===== src/rtl/tsu_pkg.sv =====
package tsu_pkg;
  localparam int unsigned ADDR_W = 16;
  localparam int unsigned WIDX_W = ADDR_W - 1;   // word index plus carry bit
  localparam int unsigned HART_W = 12;

  // word-index landmarks of the fixed map
  localparam logic [WIDX_W-1:0] CMP_BASE_W = 15'h1000;
  localparam logic [WIDX_W-1:0] TIME_LO_W  = 15'h2FFE;
  localparam logic [WIDX_W-1:0] WIN_END_W  = 15'h3000;

  typedef enum logic [2:0] {
    RG_NONE, RG_SIP, RG_CMP, RG_TLO, RG_THI, RG_ERR
  } rgn_e;

  typedef struct packed {
    rgn_e              rgn;
    logic [HART_W-1:0] hart;
    logic              hi;
  } dec_t;
endpackage


===== src/rtl/tsu_lane_dec.sv =====
module tsu_lane_dec
  import tsu_pkg::*;
#(
  parameter int unsigned NHARTS = 4
) (
  input  logic [WIDX_W-1:0] widx_i,
  output dec_t              dec_o
);
  localparam logic [HART_W-1:0] NH = HART_W'(NHARTS);

  logic [12:0] cmp_off;

  always_comb begin
    cmp_off = 13'(widx_i - CMP_BASE_W);
    dec_o   = '{rgn: RG_NONE, hart: '0, hi: 1'b0};
    if (widx_i >= WIN_END_W) begin
      dec_o.rgn = RG_ERR;
    end else if (widx_i < CMP_BASE_W) begin
      dec_o.hart = widx_i[HART_W-1:0];
      if (dec_o.hart < NH) dec_o.rgn = RG_SIP;
    end else if (widx_i < TIME_LO_W) begin
      dec_o.hart = cmp_off[12:1];
      dec_o.hi   = cmp_off[0];
      if (dec_o.hart < NH) dec_o.rgn = RG_CMP;
    end else if (widx_i == TIME_LO_W) begin
      dec_o.rgn = RG_TLO;
    end else begin
      dec_o.rgn = RG_THI;
    end
  end
endmodule


===== src/rtl/tsu_hart_slice.sv =====
module tsu_hart_slice
  import tsu_pkg::*;
#(
  parameter int unsigned HART_ID = 0
) (
  input  logic                  clk,
  input  logic                  rst,
  input  logic [1:0]            lane_we,
  input  dec_t [1:0]            lane_dec,
  input  logic [1:0][3:0]       lane_strb,
  input  logic [1:0][31:0]      lane_wdata,
  input  logic [63:0]           time_i,
  output logic [63:0]           cmp_q,
  output logic                  sip_q,
  output logic                  tip_q
);
  localparam logic [HART_W-1:0] HID = HART_W'(HART_ID);

  logic [63:0] cmp_d;
  logic        sip_d;

  always_comb begin
    cmp_d = cmp_q;
    sip_d = sip_q;
    for (int l = 0; l < 2; l++) begin
      if (lane_we[l] && lane_dec[l].hart == HID) begin
        if (lane_dec[l].rgn == RG_CMP) begin
          for (int b = 0; b < 4; b++) begin
            if (lane_strb[l][b])
              cmp_d[{lane_dec[l].hi, 2'(b), 3'b000} +: 8] = lane_wdata[l][b*8 +: 8];
          end
        end
        if (lane_dec[l].rgn == RG_SIP && lane_strb[l][0])
          sip_d = lane_wdata[l][0];
      end
    end
  end

  always_ff @(posedge clk) begin
    if (rst) begin
      cmp_q <= '1;
      sip_q <= 1'b0;
      tip_q <= 1'b0;
    end else begin
      cmp_q <= cmp_d;
      sip_q <= sip_d;
      tip_q <= (time_i >= cmp_q);
    end
  end
endmodule


===== src/rtl/tsu_counter.sv =====
module tsu_counter #(
  parameter int unsigned TICK_W = 8
) (
  input  logic              clk,
  input  logic              rst,
  input  logic              tick_en,
  input  logic [TICK_W-1:0] tick_amt,
  input  logic [1:0]        wr_en,
  input  logic [1:0]        wr_hi,
  input  logic [1:0][3:0]   wr_strb,
  input  logic [1:0][31:0]  wr_data,
  output logic [63:0]       time_q
);
  logic [63:0] time_d;

  always_comb begin
    time_d = time_q;
    if (|wr_en) begin
      for (int l = 0; l < 2; l++) begin
        if (wr_en[l]) begin
          for (int b = 0; b < 4; b++) begin
            if (wr_strb[l][b])
              time_d[{wr_hi[l], 2'(b), 3'b000} +: 8] = wr_data[l][b*8 +: 8];
          end
        end
      end
    end else if (tick_en) begin
      time_d = time_q + 64'(tick_amt);
    end
  end

  always_ff @(posedge clk) begin
    if (rst) time_q <= '0;
    else     time_q <= time_d;
  end
endmodule


===== src/rtl/tsu_top.sv =====
module tsu_top
  import tsu_pkg::*;
#(
  parameter int unsigned NHARTS = 4,
  parameter int unsigned TICK_W = 8
) (
  input  logic              clk,
  input  logic              rst,
  input  logic              tick_en,
  input  logic [TICK_W-1:0] tick_amt,
  input  logic              req_valid,
  input  logic              req_write,
  input  logic              req_wide,
  input  logic [15:0]       req_addr,
  input  logic [7:0]        req_strb,
  input  logic [63:0]       req_wdata,
  output logic              rsp_valid,
  output logic [63:0]       rsp_rdata,
  output logic              rsp_err,
  output logic [NHARTS-1:0] tip_o,
  output logic [NHARTS-1:0] sip_o
);
  localparam int unsigned HIDX_W = (NHARTS > 1) ? $clog2(NHARTS) : 1;

  logic [WIDX_W-1:0]  lane_widx [2];
  dec_t [1:0]         lane_dec;
  logic [1:0]         lane_used;
  logic [1:0]         lane_we;
  logic [1:0][3:0]    lane_strb;
  logic [1:0][31:0]   lane_wdata;
  logic [1:0][31:0]   lane_rd;
  logic [1:0]         time_wr_en;
  logic [1:0]         time_wr_hi;
  logic               acc_err;
  logic [63:0]        time_q;
  logic [63:0]        cmp_arr [NHARTS];
  logic               unused_addr_lsb;

  assign unused_addr_lsb = ^req_addr[1:0];
  assign lane_widx[0]    = {1'b0, req_addr[15:2]};
  assign lane_widx[1]    = lane_widx[0] + 1'b1;
  assign lane_used       = {req_wide, 1'b1};
  assign acc_err         = req_valid &&
                           (lane_dec[0].rgn == RG_ERR ||
                            (req_wide && lane_dec[1].rgn == RG_ERR));

  for (genvar l = 0; l < 2; l++) begin : g_lane
    tsu_lane_dec #(.NHARTS(NHARTS)) u_dec (
      .widx_i (lane_widx[l]),
      .dec_o  (lane_dec[l])
    );
    assign lane_we[l]    = req_valid && req_write && !acc_err && lane_used[l];
    assign lane_strb[l]  = req_strb[l*4 +: 4];
    assign lane_wdata[l] = req_wdata[l*32 +: 32];
    assign time_wr_en[l] = lane_we[l] &&
                           (lane_dec[l].rgn == RG_TLO || lane_dec[l].rgn == RG_THI);
    assign time_wr_hi[l] = (lane_dec[l].rgn == RG_THI);

    always_comb begin
      lane_rd[l] = '0;
      case (lane_dec[l].rgn)
        RG_SIP: lane_rd[l] = {31'b0, sip_o[lane_dec[l].hart[HIDX_W-1:0]]};
        RG_CMP: lane_rd[l] = lane_dec[l].hi ?
                             cmp_arr[lane_dec[l].hart[HIDX_W-1:0]][63:32] :
                             cmp_arr[lane_dec[l].hart[HIDX_W-1:0]][31:0];
        RG_TLO: lane_rd[l] = time_q[31:0];
        RG_THI: lane_rd[l] = time_q[63:32];
        default: lane_rd[l] = '0;
      endcase
    end
  end

  tsu_counter #(.TICK_W(TICK_W)) u_cnt (
    .clk      (clk),
    .rst      (rst),
    .tick_en  (tick_en),
    .tick_amt (tick_amt),
    .wr_en    (time_wr_en),
    .wr_hi    (time_wr_hi),
    .wr_strb  (lane_strb),
    .wr_data  (lane_wdata),
    .time_q   (time_q)
  );

  for (genvar h = 0; h < NHARTS; h++) begin : g_hart
    tsu_hart_slice #(.HART_ID(h)) u_slice (
      .clk        (clk),
      .rst        (rst),
      .lane_we    (lane_we),
      .lane_dec   (lane_dec),
      .lane_strb  (lane_strb),
      .lane_wdata (lane_wdata),
      .time_i     (time_q),
      .cmp_q      (cmp_arr[h]),
      .sip_q      (sip_o[h]),
      .tip_q      (tip_o[h])
    );
  end

  always_ff @(posedge clk) begin
    if (rst) begin
      rsp_valid <= 1'b0;
      rsp_err   <= 1'b0;
      rsp_rdata <= '0;
    end else begin
      rsp_valid <= req_valid;
      rsp_err   <= acc_err;
      if (req_valid && !req_write && !acc_err)
        rsp_rdata <= {lane_used[1] ? lane_rd[1] : 32'h0, lane_rd[0]};
      else
        rsp_rdata <= '0;
    end
  end
endmodule


===== config.mk =====
export PLATFORM = sky130hd
export DESIGN_NAME = tsu_top
export DESIGN_NICKNAME = d
export VERILOG_FILES = /design/src/rtl/tsu_pkg.sv /design/src/rtl/tsu_lane_dec.sv /design/src/rtl/tsu_hart_slice.sv /design/src/rtl/tsu_counter.sv /design/src/rtl/tsu_top.sv
export SDC_FILE = /design/constraint.sdc
export NUM_CORES = 2
export LEC_CHECK = 0
export ABC_AREA = 1
export BUFFER_PORTS_ARGS = -buffer_cell sky130_fd_sc_hd__buf_4
export CAP_MARGIN = 20
export CELL_PAD_IN_SITES_DETAIL_PLACEMENT = 0
export CELL_PAD_IN_SITES_GLOBAL_PLACEMENT = 1
export CORE_MARGIN = 2
export CORE_UTILIZATION = 36
export CTS_BUF_LIST = sky130_fd_sc_hd__clkbuf_2 sky130_fd_sc_hd__clkbuf_4 sky130_fd_sc_hd__clkbuf_8
export DETAILED_ROUTE_END_ITERATION = 6
export GPL_TIMING_DRIVEN = 0
export HOLD_SLACK_MARGIN = 0.15
export PLACE_DENSITY = 0.79
export SYNTH_ARGS = -nofsm -noshare
export SYNTH_HDL_FRONTEND = slang
export SYNTH_SLANG_ARGS = --single-unit

===== constraint.sdc =====
create_clock -name clk -period 8.2 [get_ports clk]
set_clock_uncertainty 0.05 [all_clocks]
set_input_delay 1.23 -clock clk [delete_from_list [all_inputs] [get_ports clk]]
set_output_delay 1.23 -clock clk [all_outputs]
set_load 0.05 [all_outputs]

---- Word level (Yosys, flattened, before mapping) ----
Index checks and enable logic that the tools add are counted.
storage, ports and cells
  logic and storage cells ................. 348
  register bits ........................... 394
  input bits .............................. 102
cells by class
  add/sub/neg operators ................... 20
  bitwise operators ....................... 4
  reduce and logical (&&, ||, !) cells .... 30
  magnitude comparators ................... 18
  equality and inequality tests ........... 18
  mux-type cells .......................... 209
  shift-type cells ........................ 32
operators by type and width
  operator                count
  $mux 64                 125
  $bwmux 64               40
  $shift 8x8->64 const A  16
  $shiftx 8x8->64         16
  $bmux 64 s2             2
  $ge 64x64->1            4
  $pmux 32 s4             2
  $neg 6->8               16
  $add 64x8->64           1
  $mux 32                 2
  $mux 13                 4
  $eq 12x2->1 const B     4
  $lt 12x3->1 const B     4
  $mux 15                 2
  $sub 13x13->13 const B  2
  $eq 12x1->1 const B     2
  $logic_not 12->1        2
  $mux 1                  22
  $logic_and 1x1->1       19
  $mux 3                  6
  $add 14x1->15 const B   1
  $eq 15x14->1 const B    1
  $ge 15x14->1 const B    1
  $lt 15x13->1 const B    1
  other kinds (19)        36

---- Logic depth before layout (Yosys ltp) ----
  depth in word-level cells ............... 45
  depth in mapped cells ................... 21
  mapped depth without buffers ............ 20

---- Hierarchy ----
Synthesis repeated with hierarchy kept, for this count alone.
unflattened totals
  cells, all modules ...................... 7,454
  area total of the unflattened synthesis .. 41,811.4 um^2
modules (own cells, without submodules)
  module                                   cells each  sequential area each (um^2)  instances  area an instance (um^2)
  tsu_hart_slice at g_hart[1].u_slice ...  1,078       1,321.3                      2          6,322.3
  tsu_top                                  1,767       1,321.3                      1          9,098.7
  tsu_counter                              1,239       1,281.2                      1          6,861.6
  tsu_hart_slice at g_hart[3].u_slice      1,091       1,321.3                      1          6,262.3
  tsu_hart_slice at g_hart[0].u_slice      1,039       1,321.3                      1          6,190.9
  tsu_lane_dec                             81          0.0                          2          376.6

---- Worst setup path before layout ----
Ideal clock, no wire load.
  kind .................................... input port to flip-flop
  start point ............................. input req_addr[2]
  end point ............................... register g_hart[0].u_slice.cmp_q[17]
  path slack .............................. 4.501 ns
  setup time .............................. 0.134 ns
  stages on the path ...................... 14
  data arrival time ....................... 3.516 ns
  cell sequence ........................... ha_1 -> ha_1 -> inv_1 -> or2_2 -> nor2_1 -> nand3_2 -> nand2_2 -> o21ai_2 -> nor2_4 -> buf_4 -> nand3_1 -> clkbuf_1 -> o211ai_1 -> nand3_1
on the way
  cells in the longest elaborated chain, start to end .. 38
  elaborated cells between the ends (all ways) .. 103
  classes of those cells .................. add/sub: 11; order compare: 10; eq/ne: 6; shift: 16; mux: 50; reduce/logical: 10
ends and longest elaborated chain
  element                                            RTL line                                source
  start, declared                                    tsu_top.sv:14                           input logic [15:0] req_addr,
  $sub 13x13->13 or $lt 14x14->1 (tied branches)     tsu_lane_dec.sv:14, tsu_lane_dec.sv:21
  $mux 13                                            tsu_lane_dec.sv:21                      end else if (widx_i < TIME_LO_W) begin
  $mux 1                                             tsu_lane_dec.sv:18                      end else if (widx_i < CMP_BASE_W) begin
  $mux 13                                            tsu_lane_dec.sv:16                      if (widx_i >= WIN_END_W) begin
  $neg 6->8                                          tsu_hart_slice.sv:30                    cmp_d[{lane_dec[l].hi, 2'(b), 3'b000} +: 8] = lane_wdata[l][b*8 +: 8];
  $shiftx 8x8->64 or $shift 8x8->64 (tied branches)  tsu_hart_slice.sv:30
  $bwmux 64                                          tsu_hart_slice.sv:30
  $mux 64                                            tsu_hart_slice.sv:29                    if (lane_strb[l][b])
  (+22 left out)                                     n/a
  $bwmux 64                                          tsu_hart_slice.sv:30
  $mux 64                                            tsu_hart_slice.sv:29
  $mux 64                                            tsu_hart_slice.sv:27                    if (lane_dec[l].rgn == RG_CMP) begin
  $mux 64                                            tsu_hart_slice.sv:26                    if (lane_we[l] && lane_dec[l].hart == HID) begin
  $bwmux 64                                          tsu_hart_slice.sv:30
  $mux 64                                            tsu_hart_slice.sv:29
  $mux 64                                            tsu_hart_slice.sv:27
  $mux 64 *                                          tsu_hart_slice.sv:26
  end signal, assigned                               tsu_hart_slice.sv:45                    cmp_q <= cmp_d;
  end, declared                                      tsu_hart_slice.sv:13                    output logic [63:0] cmp_q,
Mark *: on every way between the ends. The rest lies on a longest branch, timed or not. The select of a mux whose other input is x is not followed.
A chain may end at the register's enable or synchronous reset.

---- Final worst setup path ----
  start point ............................. input req_addr[2]
  end point ............................... register rsp_rdata[51]
on the way
  cells in the longest elaborated chain, start to end .. 15
  elaborated cells between the ends (all ways) .. 49
  classes of those cells .................. add/sub: 3; order compare: 10; eq/ne: 8; mux: 20; bitwise: 2; reduce/logical: 6
ends and longest elaborated chain
  element                           RTL line            source
  $add 14x1->15                     tsu_top.sv:41       assign lane_widx[1] = lane_widx[0] + 1'b1;
  $sub 13x13->13                    tsu_lane_dec.sv:14  cmp_off = 13'(widx_i - CMP_BASE_W);
  $lt 12x3->1                       tsu_lane_dec.sv:24  if (dec_o.hart < NH) dec_o.rgn = RG_CMP;
  $mux 2                            tsu_lane_dec.sv:24
  $mux 3                            tsu_lane_dec.sv:21
  $mux 15                           tsu_lane_dec.sv:18
  $mux 3                            tsu_lane_dec.sv:16
  $eq 3x3->1                        tsu_top.sv:45       (req_wide && lane_dec[1].rgn == RG_ERR));
  $logic_and 1x1->1                 tsu_top.sv:45
  $logic_or 1x1->1                  tsu_top.sv:44       (lane_dec[0].rgn == RG_ERR ||
  $logic_and 1x1->1                 tsu_top.sv:43       assign acc_err = req_valid &&
  $logic_not 1->1                   tsu_top.sv:108      if (req_valid && !req_write && !acc_err)
  $logic_and 1x1->1                 tsu_top.sv:108
  $not 1->1 (no source line)        n/a
  $reduce_or 3->1 (no source line)  n/a
  end signal, assigned              tsu_top.sv:109      rsp_rdata <= {lane_used[1] ? lane_rd[1] : 32'h0, lane_rd[0]};
  end, declared                     tsu_top.sv:18       output logic [63:0] rsp_rdata,
Several ways; a longest one is shown, not always the timed one. The select of a mux whose other input is x is not followed.

==> summary.md <==
| Metric | Value |
|---|---|
| Worst-path clk slew | `70 ps` |
| DRC Markers | `4` |
| Top sig layer | `met5` |
| Measured slew at the worst slew-check pin | `1380 ps` |
| Top-count cell post-synth | `nand2_1` |
| Switching power | `2.16 mW` |
| Worst path required time | `approximately 8800 ps` |
| TritonCTS Buffers | `81` |
| Syn Area/Cell | `5.99 µm²` |
| Max capacitance violation total | `0` |
| Clock power frac | `between 40% and 50%` |
| Crit path max fanout | `10` |
| Final Setup Violations | `0` |
| Htree depth | `3` |
| P_int | `3.59 mW` |
| Synth Instances | `approximately 5,700` |
| CTS tree | `yes` |
| Worst VDD drop | `0.147 mV` |
| CTS sink count | `roughly 390` |
| Combinational Power Share | `between 20% and 30%` |
| Initial Util | `a little over a third` |
| Layout net count | `approximately 6,400` |
| Die Width | `312 µm` |
| Die Y | `312 µm` |
| Clk_lat worst skew | `~800 ps` |
| Worst setup SP type | `input pin` |
| Cell area after synthesis | `0.0342 mm²` |
| Sequential Area | `around 0.008 mm²` |
| Via Count | `between 40,000 and 50,000` |
| DP HPWL | `197 mm` |
| Routed WL per cell | `35.0 µm` |
| Pin count of the biggest net entering global routing | `13` |
| Max incr delay on CP | `1080 ps` |
| Async set or reset register ratio after synthesis | `0%` |
| Post-synth top area cell | `dfxtp_1` |
| Metal3 WL | `between 30 and 40 mm` |
| Vias per Instance | `6.23` |
| Met2 WL | `roughly 100 mm` |
| Root Driver | `clkbuf_8` |
| Drt total wl | `257 mm` |
| Post-DRT Antenna Nets | `0` |
| Register area share after synthesis | `23.1%` |
| Slew Viols, Final | `0` |
| Die area | `0.0974 mm²` |
| Cts hold-fix bufs | `0` |
| DRT Pass-1 Iters | `7` |
| Delay-heaviest family, CP | `simple AND/OR/NAND/NOR gates` |
| Most used flip-flop cell after synthesis | `dfxtp_1` |
| Bufs and invs on worst path | `5` |
| #FFs+latches synth | `about 390` |
| Post-synth net total | `6,071` |
| Grt total ovfl | `0` |
| Hold Vio Cnt, Final | `0` |
| Met1 WL | `94.8 mm` |
| Worst Hold Class | `register to register` |
| Final period utilization | `68.4%` |
| Antenna violations before repair | `26` |
| Maximum clock rate | `178 MHz` |
| Commonest cells post-synth | `nand2_1 (1,882), inv_1 (673), nand3_1 (536), o21ai_0 (424), dfxtp_1 (394)` |
| Tmin final | `5610 ps` |
| Sequential power share | `35.4%` |
| Worst Path Arrival | `around 6200 ps` |
| Port Buffers | `~150` |
| First-pass GRT wire length | `roughly 340 mm` |
| Failing checks | `design-rule violations` |
| Vias in the first global route | `between 40,000 and 50,000` |
| Gpl congestion | `1.13` |
| Io pins | `176` |
| Top cells by area, synth | `dfxtp_1 (23%), nand2_1 (21%), ha_1 (9.8%)` |
| Synth top area share | `between 20 and 25%` |
| Site row count | `112` |
| Yosys warns | `0` |
| Share of cells above drive strength 1 | `between 8 and 9%` |
| Post-CTS setup repair buffer count | `0` |
| Setup CP Type | `input pin to register` |
| WHS | `444 ps` |
| Worst path slowest cell | `nand3_1` |
| P&R area growth vs syn | `16.3%` |
| DRT iter0 DRCs | `6,837` |
| Number of fill cells | `~11,000` |
| Register-to-register setup slack | `3300 ps` |
| P_leak | `a little over 20 nW` |
| Unrepaired setup endpoints after global routing | `no` |
| Post-route setup TNS | `0 ps` |
| Gr usage total | `50.5%` |
| Post-synth EDFFs | `0` |
| Core area | `approximately 0.094 mm²` |
| Slew margin rel. | `8.32%` |
| Post-cts gate resize count | `0` |
| PD cells | `145 mW/mm²` |
| Area of the multi-input gates | `between 0.02 and 0.025 mm²` |
| Netlist cell types | `54` |
| Critical Path, Cell by Cell | `buf_4 -> ha_1 -> inv_1 -> nor2_4 -> nand4_1 -> nand2_2 -> inv_2 -> nand2_1 -> nand2_2 -> a21oi_4 -> nand3_1 -> inv_1 -> nand2_1 -> clkbuf_1 -> a21oi_1` |
| Sw Share | `a little under two fifths` |
| Clk buf depth | `3` |
| Worst setup EP type | `register` |
| Status | `finished with violations` |
state kept, by name (all words and copies together) (netlist names):
register and flops:
rsp_valid 1, g_hart.u_slice.tip_q 4, g_hart.u_slice.sip_q 4, rsp_err 1, g_hart.u_slice.cmp_q 256, u_cnt.time_q 64, rsp_rdata 64
layout by cell type (no fill, tap or decap), types with 14 or more instances in the layout:
master and n:
nand2_1 1882, inv_1 673, nand3_1 535, o21ai_0 424, dfxtp_1 394, a21oi_1 337
ha_1 268, nor2_1 215, clkbuf_1 178, buf_4 169, o211ai_1 141, clkbuf_8 106
nor3_1 89, nand4_1 70, buf_2 53, o22ai_1 53, o21ai_1 46, buf_8 34
xor2_1 33, diode_2 30, o221ai_1 27, clkbuf_4 24, clkbuf_2 23, o21a_1 22
buf_1 18, a22oi_1 18, nand3_2 17, inv_2 16, nor4_1 15, a211oi_1 14
path summary, 6_finish.rpt:
path | startpoint | endpoint | cells past startpoint
worst min register to register | u_cnt.time_q[0]$_SDFFE_PP0P_ | u_cnt.time_q[0]$_SDFFE_PP0P_ | 2
worst max-delay path | req_addr[2] | rsp_rdata[51]$_SDFF_PP0_ | 15
worst max register to register | u_cnt.time_q[1]$_SDFFE_PP0P_ | u_cnt.time_q[22]$_SDFFE_PP0P_ | 11
worst min-delay path | u_cnt.time_q[0]$_SDFFE_PP0P_ | u_cnt.time_q[0]$_SDFFE_PP0P_ | 2
power by group through the flow:
stage	registers, mW	clock network (mW)	logic (mW)
after floorplan	2.02	0	0.422
after global placement	2.07	0	1.02
after detailed placement	2.07	0	1.06
after CTS	2.02	2.52	1.07
after global routing	2.03	2.59	1.15
final	2.03	2.53	1.18
kinds of logic (layout without fill, tap and decap cells):
group           after synthesis  count (layout)  synth area share [%]
flops                       394             394                  23.1
buf+inv                     972            1326                  11.0
xor+xnor                     36              36                 0.923
fa+ha+maj                   269             269                  9.88
simple gates               2901            2901                  36.3
other cells                   0              30                     0
compound gates             1128            1128                  18.8
layer usage:
metal / track usage, % / up-vias
met5: 0 / -
met4: 41.1 / 14
met3: 19.6 / 969
met2: 71.4 / 3794
met1: 60.5 / 21400
li1: - / 19500
tightest hold or removal path, stage by stage, from the launching register on:
cell,delay (ps)
dfxtp_1,330
nand2_1,70
a21oi_1,60
final cells by class:
class,count,area share (%)
clock buffers,130,4.13
flip-flops and latches,394,19.9
multi-input cells,4334,56.8
diodes,30,0.189
repair buffers,206,4.90
plain buffers,279,2.96
clock inverters,18,0.652
well taps,1254,3.95
inverters,693,6.55
metrics by stage:
step | cells | worst slack, ps | util [%] | total power, mW | instance area, µm²
6_report | 7338 | 2590 | 42.4 | 5.75 | 39700
5_1_grt | 7310 | 2780 | 42.4 | 5.77 | 39600
4_1_cts | 7301 | 3050 | 42.2 | 5.61 | 39500
3_5_place_dp | 7153 | 2230 | 40.2 | 3.13 | 37600
3_3_place_gp | 7106 | 2070 | 39.4 | 3.08 | 36900
2_1_floorplan | 5700 | 4500 | - | 2.44 | 34200
(Power assumes the default switching activity.)
